$ cat config.mk
export PLATFORM = sky130hd
export DESIGN_NAME = cond_alu
export DESIGN_NICKNAME = d
export VERILOG_FILES = /design/src/rtl/cond_alu_pkg.sv /design/src/rtl/cond_alu_ctrl.sv /design/src/rtl/cond_alu_datapath.sv /design/src/rtl/cond_alu.sv
export SDC_FILE = /design/constraint.sdc
export NUM_CORES = 1
export LEC_CHECK = 0
export CAP_MARGIN = 20
export CORE_MARGIN = 1.5
export CORE_UTILIZATION = 35
export CTS_CLUSTER_SIZE = 25
export DETAILED_ROUTE_END_ITERATION = 10
export GPL_TIMING_DRIVEN = 0
export PLACE_DENSITY = 0.65
export SETUP_SLACK_MARGIN = 0.05
export SYNTH_ARGS = -nofsm -noshare
export SYNTH_HDL_FRONTEND = slang
export SYNTH_SLANG_ARGS = --single-unit
$ cat constraint.sdc
create_clock -name clk -period 4.8 [get_ports clk]
set_input_delay 0.96 -clock clk [delete_from_list [all_inputs] [get_ports clk]]
set_output_delay 0.96 -clock clk [all_outputs]
set_load 0.02 [all_outputs]
$ cat src/rtl/cond_alu_pkg.sv
package cond_alu_pkg;
  localparam int FUNC_W   = 4;
  localparam int NUM_OPS  = 4;
  localparam int NUM_JMPS = 7;

  typedef struct packed {
    logic [NUM_OPS-1:0]  aluSel;   // one-hot: add, sub, and, xor
    logic                flagWr;
    logic [NUM_JMPS-1:0] jmpSel;   // one-hot jump condition select
  } ctrlBus_t;
endpackage

$ cat src/rtl/cond_alu_ctrl.sv
module cond_alu_ctrl
  import cond_alu_pkg::*;
(
  input  logic              opEn,
  input  logic [FUNC_W-1:0] aluFunc,
  input  logic [FUNC_W-1:0] jmpFunc,
  output ctrlBus_t          ctl,
  output logic              aluFuncBad,
  output logic              jmpFuncBad
);
  always_comb begin
    ctl = '0;
    aluFuncBad = 1'b1;
    if (aluFunc < FUNC_W'(NUM_OPS)) begin
      ctl.aluSel = NUM_OPS'(1) << aluFunc;
      aluFuncBad = 1'b0;
    end
    ctl.flagWr = opEn && !aluFuncBad;
    jmpFuncBad = 1'b1;
    if (jmpFunc < FUNC_W'(NUM_JMPS)) begin
      ctl.jmpSel = NUM_JMPS'(1) << jmpFunc;
      jmpFuncBad = 1'b0;
    end
  end
endmodule

$ cat src/rtl/cond_alu_datapath.sv
module cond_alu_datapath
  import cond_alu_pkg::*;
#(
  parameter int WIDTH = 32
) (
  input  logic             clk,
  input  logic             rstN,
  input  ctrlBus_t         ctl,
  input  logic [WIDTH-1:0] srcA,
  input  logic [WIDTH-1:0] srcB,
  output logic [WIDTH-1:0] result,
  output logic             branchTaken,
  output logic             flagOf,
  output logic             flagZf,
  output logic             flagSf
);
  localparam int MSB = WIDTH - 1;

  logic [WIDTH-1:0] sum, diff;
  logic ofAdd, ofSub, nextOf;
  logic less;
  logic [NUM_JMPS-1:0] condVec;

  assign sum  = srcB + srcA;
  assign diff = srcB - srcA;
  assign ofAdd = (srcA[MSB] == srcB[MSB]) && (sum[MSB] != srcB[MSB]);
  assign ofSub = (srcA[MSB] != srcB[MSB]) && (diff[MSB] != srcB[MSB]);

  always_comb begin
    result = '0;
    nextOf = 1'b0;
    if (ctl.aluSel[0]) begin result = sum;         nextOf = ofAdd; end
    if (ctl.aluSel[1]) begin result = diff;        nextOf = ofSub; end
    if (ctl.aluSel[2]) result = srcB & srcA;
    if (ctl.aluSel[3]) result = srcB ^ srcA;
  end

  always_ff @(posedge clk or negedge rstN) begin
    if (!rstN) begin
      flagOf <= 1'b0;
      flagZf <= 1'b1;
      flagSf <= 1'b0;
    end else if (ctl.flagWr) begin
      flagOf <= nextOf;
      flagZf <= (result == '0);
      flagSf <= result[MSB];
    end
  end

  assign less = flagSf ^ flagOf;
  assign condVec = {!less && !flagZf, !less, !flagZf, flagZf, less, less || flagZf, 1'b1};
  assign branchTaken = |(condVec & ctl.jmpSel);

  // flags hold when no load is strobed
  p_flags_hold_r2: assert property (@(posedge clk) disable iff (!rstN)
    !ctl.flagWr |=> ($stable(flagOf) && $stable(flagZf) && $stable(flagSf)));
  // zero flag tracks the loaded result
  p_zero_flag_r3: assert property (@(posedge clk) disable iff (!rstN)
    ctl.flagWr |=> (flagZf == ($past(result) == '0)));
  // negative flag tracks the loaded result sign
  p_sign_flag_r3: assert property (@(posedge clk) disable iff (!rstN)
    ctl.flagWr |=> (flagSf == $past(result[MSB])));
  // logical operations clear overflow
  p_logic_of_clear_r4: assert property (@(posedge clk) disable iff (!rstN)
    (ctl.flagWr && (ctl.aluSel[2] || ctl.aluSel[3])) |=> !flagOf);
endmodule

$ cat src/rtl/cond_alu.sv
module cond_alu
  import cond_alu_pkg::*;
#(
  parameter int WIDTH = 32
) (
  input  logic             clk,
  input  logic             rstN,
  input  logic             opEn,
  input  logic [3:0]       aluFunc,
  input  logic [WIDTH-1:0] srcA,
  input  logic [WIDTH-1:0] srcB,
  input  logic [3:0]       jmpFunc,
  output logic [WIDTH-1:0] result,
  output logic             aluFuncBad,
  output logic             jmpFuncBad,
  output logic             branchTaken,
  output logic             flagOf,
  output logic             flagZf,
  output logic             flagSf
);
  ctrlBus_t ctl;

  cond_alu_ctrl u_ctrl (
    .opEn(opEn), .aluFunc(aluFunc), .jmpFunc(jmpFunc),
    .ctl(ctl), .aluFuncBad(aluFuncBad), .jmpFuncBad(jmpFuncBad)
  );

  cond_alu_datapath #(.WIDTH(WIDTH)) u_dp (
    .clk(clk), .rstN(rstN), .ctl(ctl), .srcA(srcA), .srcB(srcB),
    .result(result), .branchTaken(branchTaken),
    .flagOf(flagOf), .flagZf(flagZf), .flagSf(flagSf)
  );

  // invalid jump code never reports taken
  p_bad_jump_not_taken_r8: assert property (@(posedge clk) disable iff (!rstN)
    jmpFuncBad |-> !branchTaken);
  // unconditional jump always taken
  p_uncond_taken_r6: assert property (@(posedge clk) disable iff (!rstN)
    (jmpFunc == 4'd0) |-> branchTaken);
  // invalid operation code leaves flags alone even when enabled
  p_bad_op_hold_r7: assert property (@(posedge clk) disable iff (!rstN)
    (aluFuncBad && opEn) |=> ($stable(flagOf) && $stable(flagZf) && $stable(flagSf)));
  // invalid operation code yields zero result
  p_bad_op_zero_r7: assert property (@(posedge clk) disable iff (!rstN)
    aluFuncBad |-> (result == '0));
endmodule

==> out/metrics.yaml, run 1 <==
outcome: "complete, no violations"
fmax_ghz: 0.2088
finalCritPeriodShare: 0.9975
synth_top_area_share: 0.1582
wl_per_cell_um: 21.08
grt-ovfl-total: 0
path_cells: "clkdlybuf4s50_1, inv_1, ha_2, inv_1, nand2_2, o2111ai_1, o22ai_2, a31oi_4, or4_4, and4_1, o31a_1, buf_6"
netlist_area_um2: 4982
p_leak_uw: 0.003316
critPathKind: "input pin to output port"
end_kind: "output port"
timing.reg2reg.setup_slack_ps: 3990
clk_pin_slew_worst_paths_ps: 30
cts_max_path_buffers: 2
die_h_um: 122.3
maxSlewViolCount: 0
setup_ws_ps: 11.83
max_cap_violations: 0
io_pins: 113
crit_end: "result[31]"
powerDensity_nw_per_um2: 150.9
layout.nets: 1075
setup_viol: 0
finalSetupTns_ps: 0
grt_pass1_vias: 6582
async_flop_share: 1.000
synth.largest_area_cell: "ha_1"
grt.total_usage: 0.2976
seq_area_frac_synth: 0.01532
cts_buffers: 3
clock-root-buffer: "clkbuf_16"
antenna_left: 0
combPwrFrac: 0.864
r2r.worst_path.cells: 1
yosys_register_bits: 3
synth_edf_count: 0
r2r_start: "u_dp.flagSf"
placement_rows: 43
cts_num_sinks: 3
antenna_found_initial: 0
fin_crit_ps: 4788
syn-num-nets: 909
intPower_uw: 571.0
post-route-drc-count: 0
power_frac_seq: 0.024
drtIter0Drc: 753
r2r-end: "u_dp.flagSf"
port_buffers: 111
rsz0062_at_grt: "yes"
core_um2: 13880
nFillCells: 1302
maxSlewHeadroom: 0.4390
cp_max_fo: 8
cpMaxStageDelayCell: "clkdlybuf4s50_1"
power_frac_clock: 0.112
synth.avg_cell_area_um2: 6.479
antenna_cells: 0
cts_tree: "done"
pre_cts_slack_ps: -1444
routabilityCongestion: 0.9914
crit_path_start_kind: "input pin"
yosysWarnings: 0
totalWireLength_um: 23480
critPathArrivalTime_ps: 3830
hp-class: "register to register"
die_w_um: 122.3
initial_core_util: 0.3589
crit_start: "srcA[19]"
ctsHoldBuffers: 0
switching_share: 0.5178
synth_cells: 769
worstSkewPairLatency_ps: 220
die_area_um2: 14960
yosys_most_used_dff: "dfrtp_1"
yosysUniqueCellTypes: 80
area_growth_pct: 57.51
vias_per_cell: 6.311
worst_pin_slew_ps: 841.5
num_vias: 7031
h-tree-depth: 1
ir_drop_v: 0.00008084
cp.required_ps: 3840
dp_hpwl_um: 17430
cp_slowest_stage_delay_ps: 490
power.switching_uw: 613.0
crit_top_cell: "inv_1"
grt_max_degree: 11
finalHoldViolations: 0
fin_worst_skew_ps: 0
drive_gt1_frac: 0.2869
drt_first_pass_iters: 7
grt_first_pass_wirelength_um: 34770
synthTopCellsByArea: "ha_1, a21oi_1, nand2_1"
==> per-layer routing <==
metal | wire length [um] | track usage | vias up
met4 | 1415 | 0.1541 | 0
met3 | 1966 | 0.02928 | 99
li1 | - | - | 3212
met5 | 0 | 0 | -
met2 | 10810 | 0.5098 | 426
met1 | 9292 | 0.3685 | 3294
==> cell usage after synthesis, types with 15 or more instances <==
library cell  instances
a21oi_1              74
o31ai_1              18
nand3_1              24
a21o_1               20
mux2i_1              15
nand2_1              77
nor2_1               64
nor3_1               21
inv_1                61
a31oi_1              17
o21ai_0              46
clkbuf_1             27
ha_1                 63
==> critical path, delay by kind of cell <==
family | cells | cell delay [ps]
AOI/OAI and AO/OA | 4 | 850
adders and majority gates | 1 | 400
buffers and inverters | 4 | 820
and+or+nand+nor | 3 | 780
==> cell type report <==
class / count / area [um^2] / area share
buffer: 40 / 305.3 / 0.03890
tap: 180 / 225.2 / 0.02870
clock buffer: 4 / 78.83 / 0.01004
sequential: 3 / 76.32 / 0.009726
inverter: 67 / 251.5 / 0.03205
multi-input combinational: 657 / 5438 / 0.6929
timing repair buffer: 163 / 1473 / 0.1877
==> metrics by stage <==
| step | total power [uW] | util | area [um^2] | instances | hold WS [ps] |
|---|---|---|---|---|---|
| floorplan | 523.0 | - | 4982 | 769 | 504.7 |
| global placement | 801.1 | 0.4552 | 6319 | 1060 | 470.2 |
| detailed placement | 801.4 | 0.4556 | 6324 | 1060 | 475.0 |
| CTS | 1104 | 0.5395 | 7488 | 1100 | 484.2 |
| global route | 1244 | 0.5654 | 7848 | 1114 | 510.6 |
| finish | 1184 | 0.5654 | 7848 | 1114 | 501.5 |
==> how the worst min path moves through the flow <==
stage	from	end	slack [ps]	cells after the start
after detailed placement	u_dp.flagZf	u_dp.flagZf	480	2
final	u_dp.flagZf	u_dp.flagZf	500	2
after CTS	u_dp.flagZf	u_dp.flagZf	480	2
after global routing	u_dp.flagZf	u_dp.flagZf	510	2
after global placement	u_dp.flagZf	u_dp.flagZf	470	2
after floorplan	u_dp.flagZf	u_dp.flagZf	500	2
==> power groups by stage <==
stage / combinational [uW] / sequential, uW / clock (uW)
after floorplan: 493 / 30.4 / 0
after global placement: 772 / 28.6 / 0
after detailed placement: 773 / 28.6 / 0
after CTS: 942 / 28.5 / 134
after global routing: 1080 / 28.7 / 136
final: 1020 / 28.6 / 132
==> logic make-up (layout without fill, tap and decap cells) <==
logic type                 count (synthesis)  after routing  share of synthesized area
AOI/OAI and AO/OA                        293            293                     0.4053
xor gates and xnor gates                  17             17                    0.02989
adders and majority gates                 65             65                     0.1662
buffers and inverters                    109            274                    0.08564
DFF                                        3              3                    0.01532
muxes                                     19             19                    0.04143
and+or+nand+nor                          263            263                     0.2562
==> cell usage in the layout (no fill, tap or decap), types with 6 or more instances in the layout <==
cell type        Yosys  final
o221ai_1             7      6
dlymetal6s2s_1       0     10
nor2_2               1      6
clkdlybuf4s50_1      0     58
o21a_1               9      9
inv_1               61     48
a21o_1              20     20
nand3_1             24     20
ha_4                 0     18
o21ai_2              0      6
dlygate4sd2_1        0     15
inv_2                5     18
a21oi_4              0     10
ha_1                63     38
nor3_1              21     17
buf_2               11     17
o21ai_0             46     35
o21ai_1              4      8
nor2b_1             11     10
mux2i_1             15     15
nand2_1             77     70
and3_1              10      9
nor2_1              64     54
buf_6                0     19
o31ai_1             18     15
nor4_1              11      8
a21oi_2              0      8
clkbuf_2             0     11
a31oi_1             17     12
nand2b_1            10     10
a211oi_1            13      9
buf_4                1     52
xnor2_1             14     13
ha_2                 0      7
a21oi_1             74     56
clkbuf_1            27      7
nand4_1              7      7
o211ai_1             9      9
==> flip-flops by register name, summed over array words and instances, names as in the netlist <==
register	count
u_dp.flagSf	1
u_dp.flagZf	1
u_dp.flagOf	1
==> timing repair <==
action | in CTS | in global routing
resized for setup | 321 | 84
endpoints found under the setup margin | 28 | 23
endpoints found under the hold margin | 0 | 0
cloned | 1 | 0
setup buffers | 37 | 14
pin swaps | 48 | 43
Power figures use the tool's default switching activity.
==> inputs of run 2 (changes only) <==
Settings changed: CELL_PAD_IN_SITES_DETAIL_PLACEMENT set to 0, CELL_PAD_IN_SITES_GLOBAL_PLACEMENT set to 1, PLACE_DENSITY 0.65 to 0.86.
==> out/metrics.yaml, run 2 (synthesis results as in run 1) <==
max_cap_violations: 0  # unchanged
end_kind: "output port"  # unchanged
critPathArrivalTime_ps: 3810  # was 3830 ps
fmax_ghz: 0.2096  # was 0.2088 GHz
port_buffers: 111  # unchanged
cts_tree: "done"  # unchanged
finalHoldViolations: 0  # unchanged
die_area_um2: 14960  # unchanged
reg_top3: "u_dp.flagOf x1, u_dp.flagSf x1, u_dp.flagZf x1"  # unchanged
placement_rows: 43  # unchanged
layout_common_cells: "buf_4, nand2_1, clkdlybuf4s50_1"  # was nand2_1, clkdlybuf4s50_1, a21oi_1
dp_hpwl_um: 17470  # was 17,430 um
fin_worst_skew_ps: 0  # unchanged
totalWireLength_um: 24730  # was 23,480 um
drt_first_pass_iters: 6  # was 7
clk_pin_slew_worst_paths_ps: 30  # about the same
post-route-drc-count: 0  # unchanged
dpl-instance-area_um2: 6324  # unchanged
final_cells: 1153  # was 1,114
grt.total_usage: 0.3036  # was 0.2976
fin_area_um2: 8242  # was 7848 um^2
maxSlewViolCount: 0  # unchanged
initial_core_util: 0.3589  # unchanged
wl_per_cell_um: 21.45  # was 21.08 um
cts_max_path_buffers: 2  # unchanged
setup_viol: 0  # unchanged
grt_max_degree: 11  # unchanged
num_vias: 7363  # was 7,031
finalCritPeriodShare: 0.9940  # was 0.9975
nFillCells: 1308  # was 1,302
die_w_um: 122.3  # unchanged
layout.cells.most_common: "buf_4"  # was nand2_1
routabilityCongestion: 0.9801  # was 0.9914
antenna_left: 0  # unchanged
fin_crit_ps: 4771  # was 4788 ps
ctsHoldBuffers: 0  # unchanged
critPathKind: "input pin to output port"  # unchanged
outcome: "complete, no violations"  # unchanged
ir_drop_v: 0.00008224  # was 0.00008084 V
placed_cells: 1060  # unchanged
powerDensity_nw_per_um2: 151.4  # was 150.9 nW/um^2
drtIter0Drc: 859  # was 753
finalSetupTns_ps: 0  # unchanged
rsz0062_at_grt: "yes"  # unchanged
hp-class: "register to register"  # unchanged
area_growth_pct: 65.42  # was 57.51%
hold_ws_ps: 477.5  # was 501.5 ps
cp_max_fo: 10  # was 8
clock-root-buffer: "clkbuf_16"  # unchanged
drive_gt1_frac: 0.3402  # was 0.2869
grt_first_pass_wirelength_um: 35590  # was 34,770 um
cts_buffers: 3  # unchanged
grt_pass1_vias: 6734  # was 6,582
grt-ovfl-total: 0  # unchanged
die_h_um: 122.3  # unchanged
cp.required_ps: 3840  # about the same
antenna_cells: 0  # unchanged
io_pins: 113  # unchanged
worstSkewPairLatency_ps: 220  # about the same
worst_pin_slew_ps: 826.4  # was 841.5 ps
core_um2: 13880  # unchanged
maxSlewHeadroom: 0.4491  # was 0.4390
crit_path_start_kind: "input pin"  # unchanged
cts_num_sinks: 3  # unchanged
vias_per_cell: 6.386  # was 6.311
layout.nets: 1114  # was 1,075
final_util: 0.5937  # was 0.5654
h-tree-depth: 1  # unchanged
p_leak_uw: 0.003554  # was 0.003316 uW
antenna_found_initial: 0  # unchanged
==> run 2: cell count changes in the layout (fill, tap and decap cells not counted), sizes merged <==
cell	delta
clkinvlp	+3
inv	-3
buf	+38
dlymetal6s2s	+7
clkbuf	+5
clkdlybuf4s50	-3
clkdlybuf4s15	-3
dlygate4sd2	-5
==> run 2: area by class of cell <==
class / count / area, um^2 / area share
clock buffers: 4 / 78.83 / 0.009564
well taps: 180 / 225.2 / 0.02733
repair buffers: 202 / 1737 / 0.2107
flip-flops and latches: 3 / 76.32 / 0.009261
multi-input cells: 657 / 5542 / 0.6724
plain buffers: 40 / 312.8 / 0.03795
inverters: 67 / 270.3 / 0.03279
==> run 2: what timing repair did <==
item | CTS | global route
setup endpoints to repair | 28 | 24
setup buffers | 51 | 38
gates resized for setup | 292 | 155
pin swaps | 46 | 60
gates cloned | 2 | 0
==> run 2: path summary, 6_finish.rpt <==
| check | endpoint | slack (ps) | from | depth (start not counted) |
|---|---|---|---|---|
| min | u_dp.flagZf | 480 | u_dp.flagZf | 2 |
| min reg2reg | u_dp.flagZf | 480 | u_dp.flagZf | 2 |
| max in group asynchronous | u_dp.flagZf | 3660 | rstN | 1 |
| min in group asynchronous | u_dp.flagOf | 920 | rstN | 1 |
| max | result[5] | 30 | aluFunc[3] | 6 |
| max reg2reg | u_dp.flagSf | 4030 | u_dp.flagSf | 1 |
==> run 2: worst max-delay path, stage by stage <==
cell and delay [ps]:
clkdlybuf4s50_1 430, nor2_2 250, clkbuf_1 640, nand2_1 480, o221ai_1 370, clkdlybuf4s50_1 670
==> run 2: metrics by stage <==
stage               power [uW]  worst slack, ps
floorplan                523.0            431.1
global placement         804.1            -1405
detailed placement       803.6            -1408
CTS                       1102           -14.51
global route              1304           -53.34
finish                    1248            28.64
==> run 2: layer usage <==
layer	vias up	GRT usage	part of all wire
met3	106	0.02370	0.094
met1	3449	0.3842	0.39
li1	3292	-	-
met4	0	0.1359	0.054
met5	-	0	0
met2	516	0.5244	0.46
==> run 2: where the power goes <==
group	switching, uW	internal, uW
Clock	24.5	110
Combinational	618	467
Sequential	1.32	27.0
Total	644	604
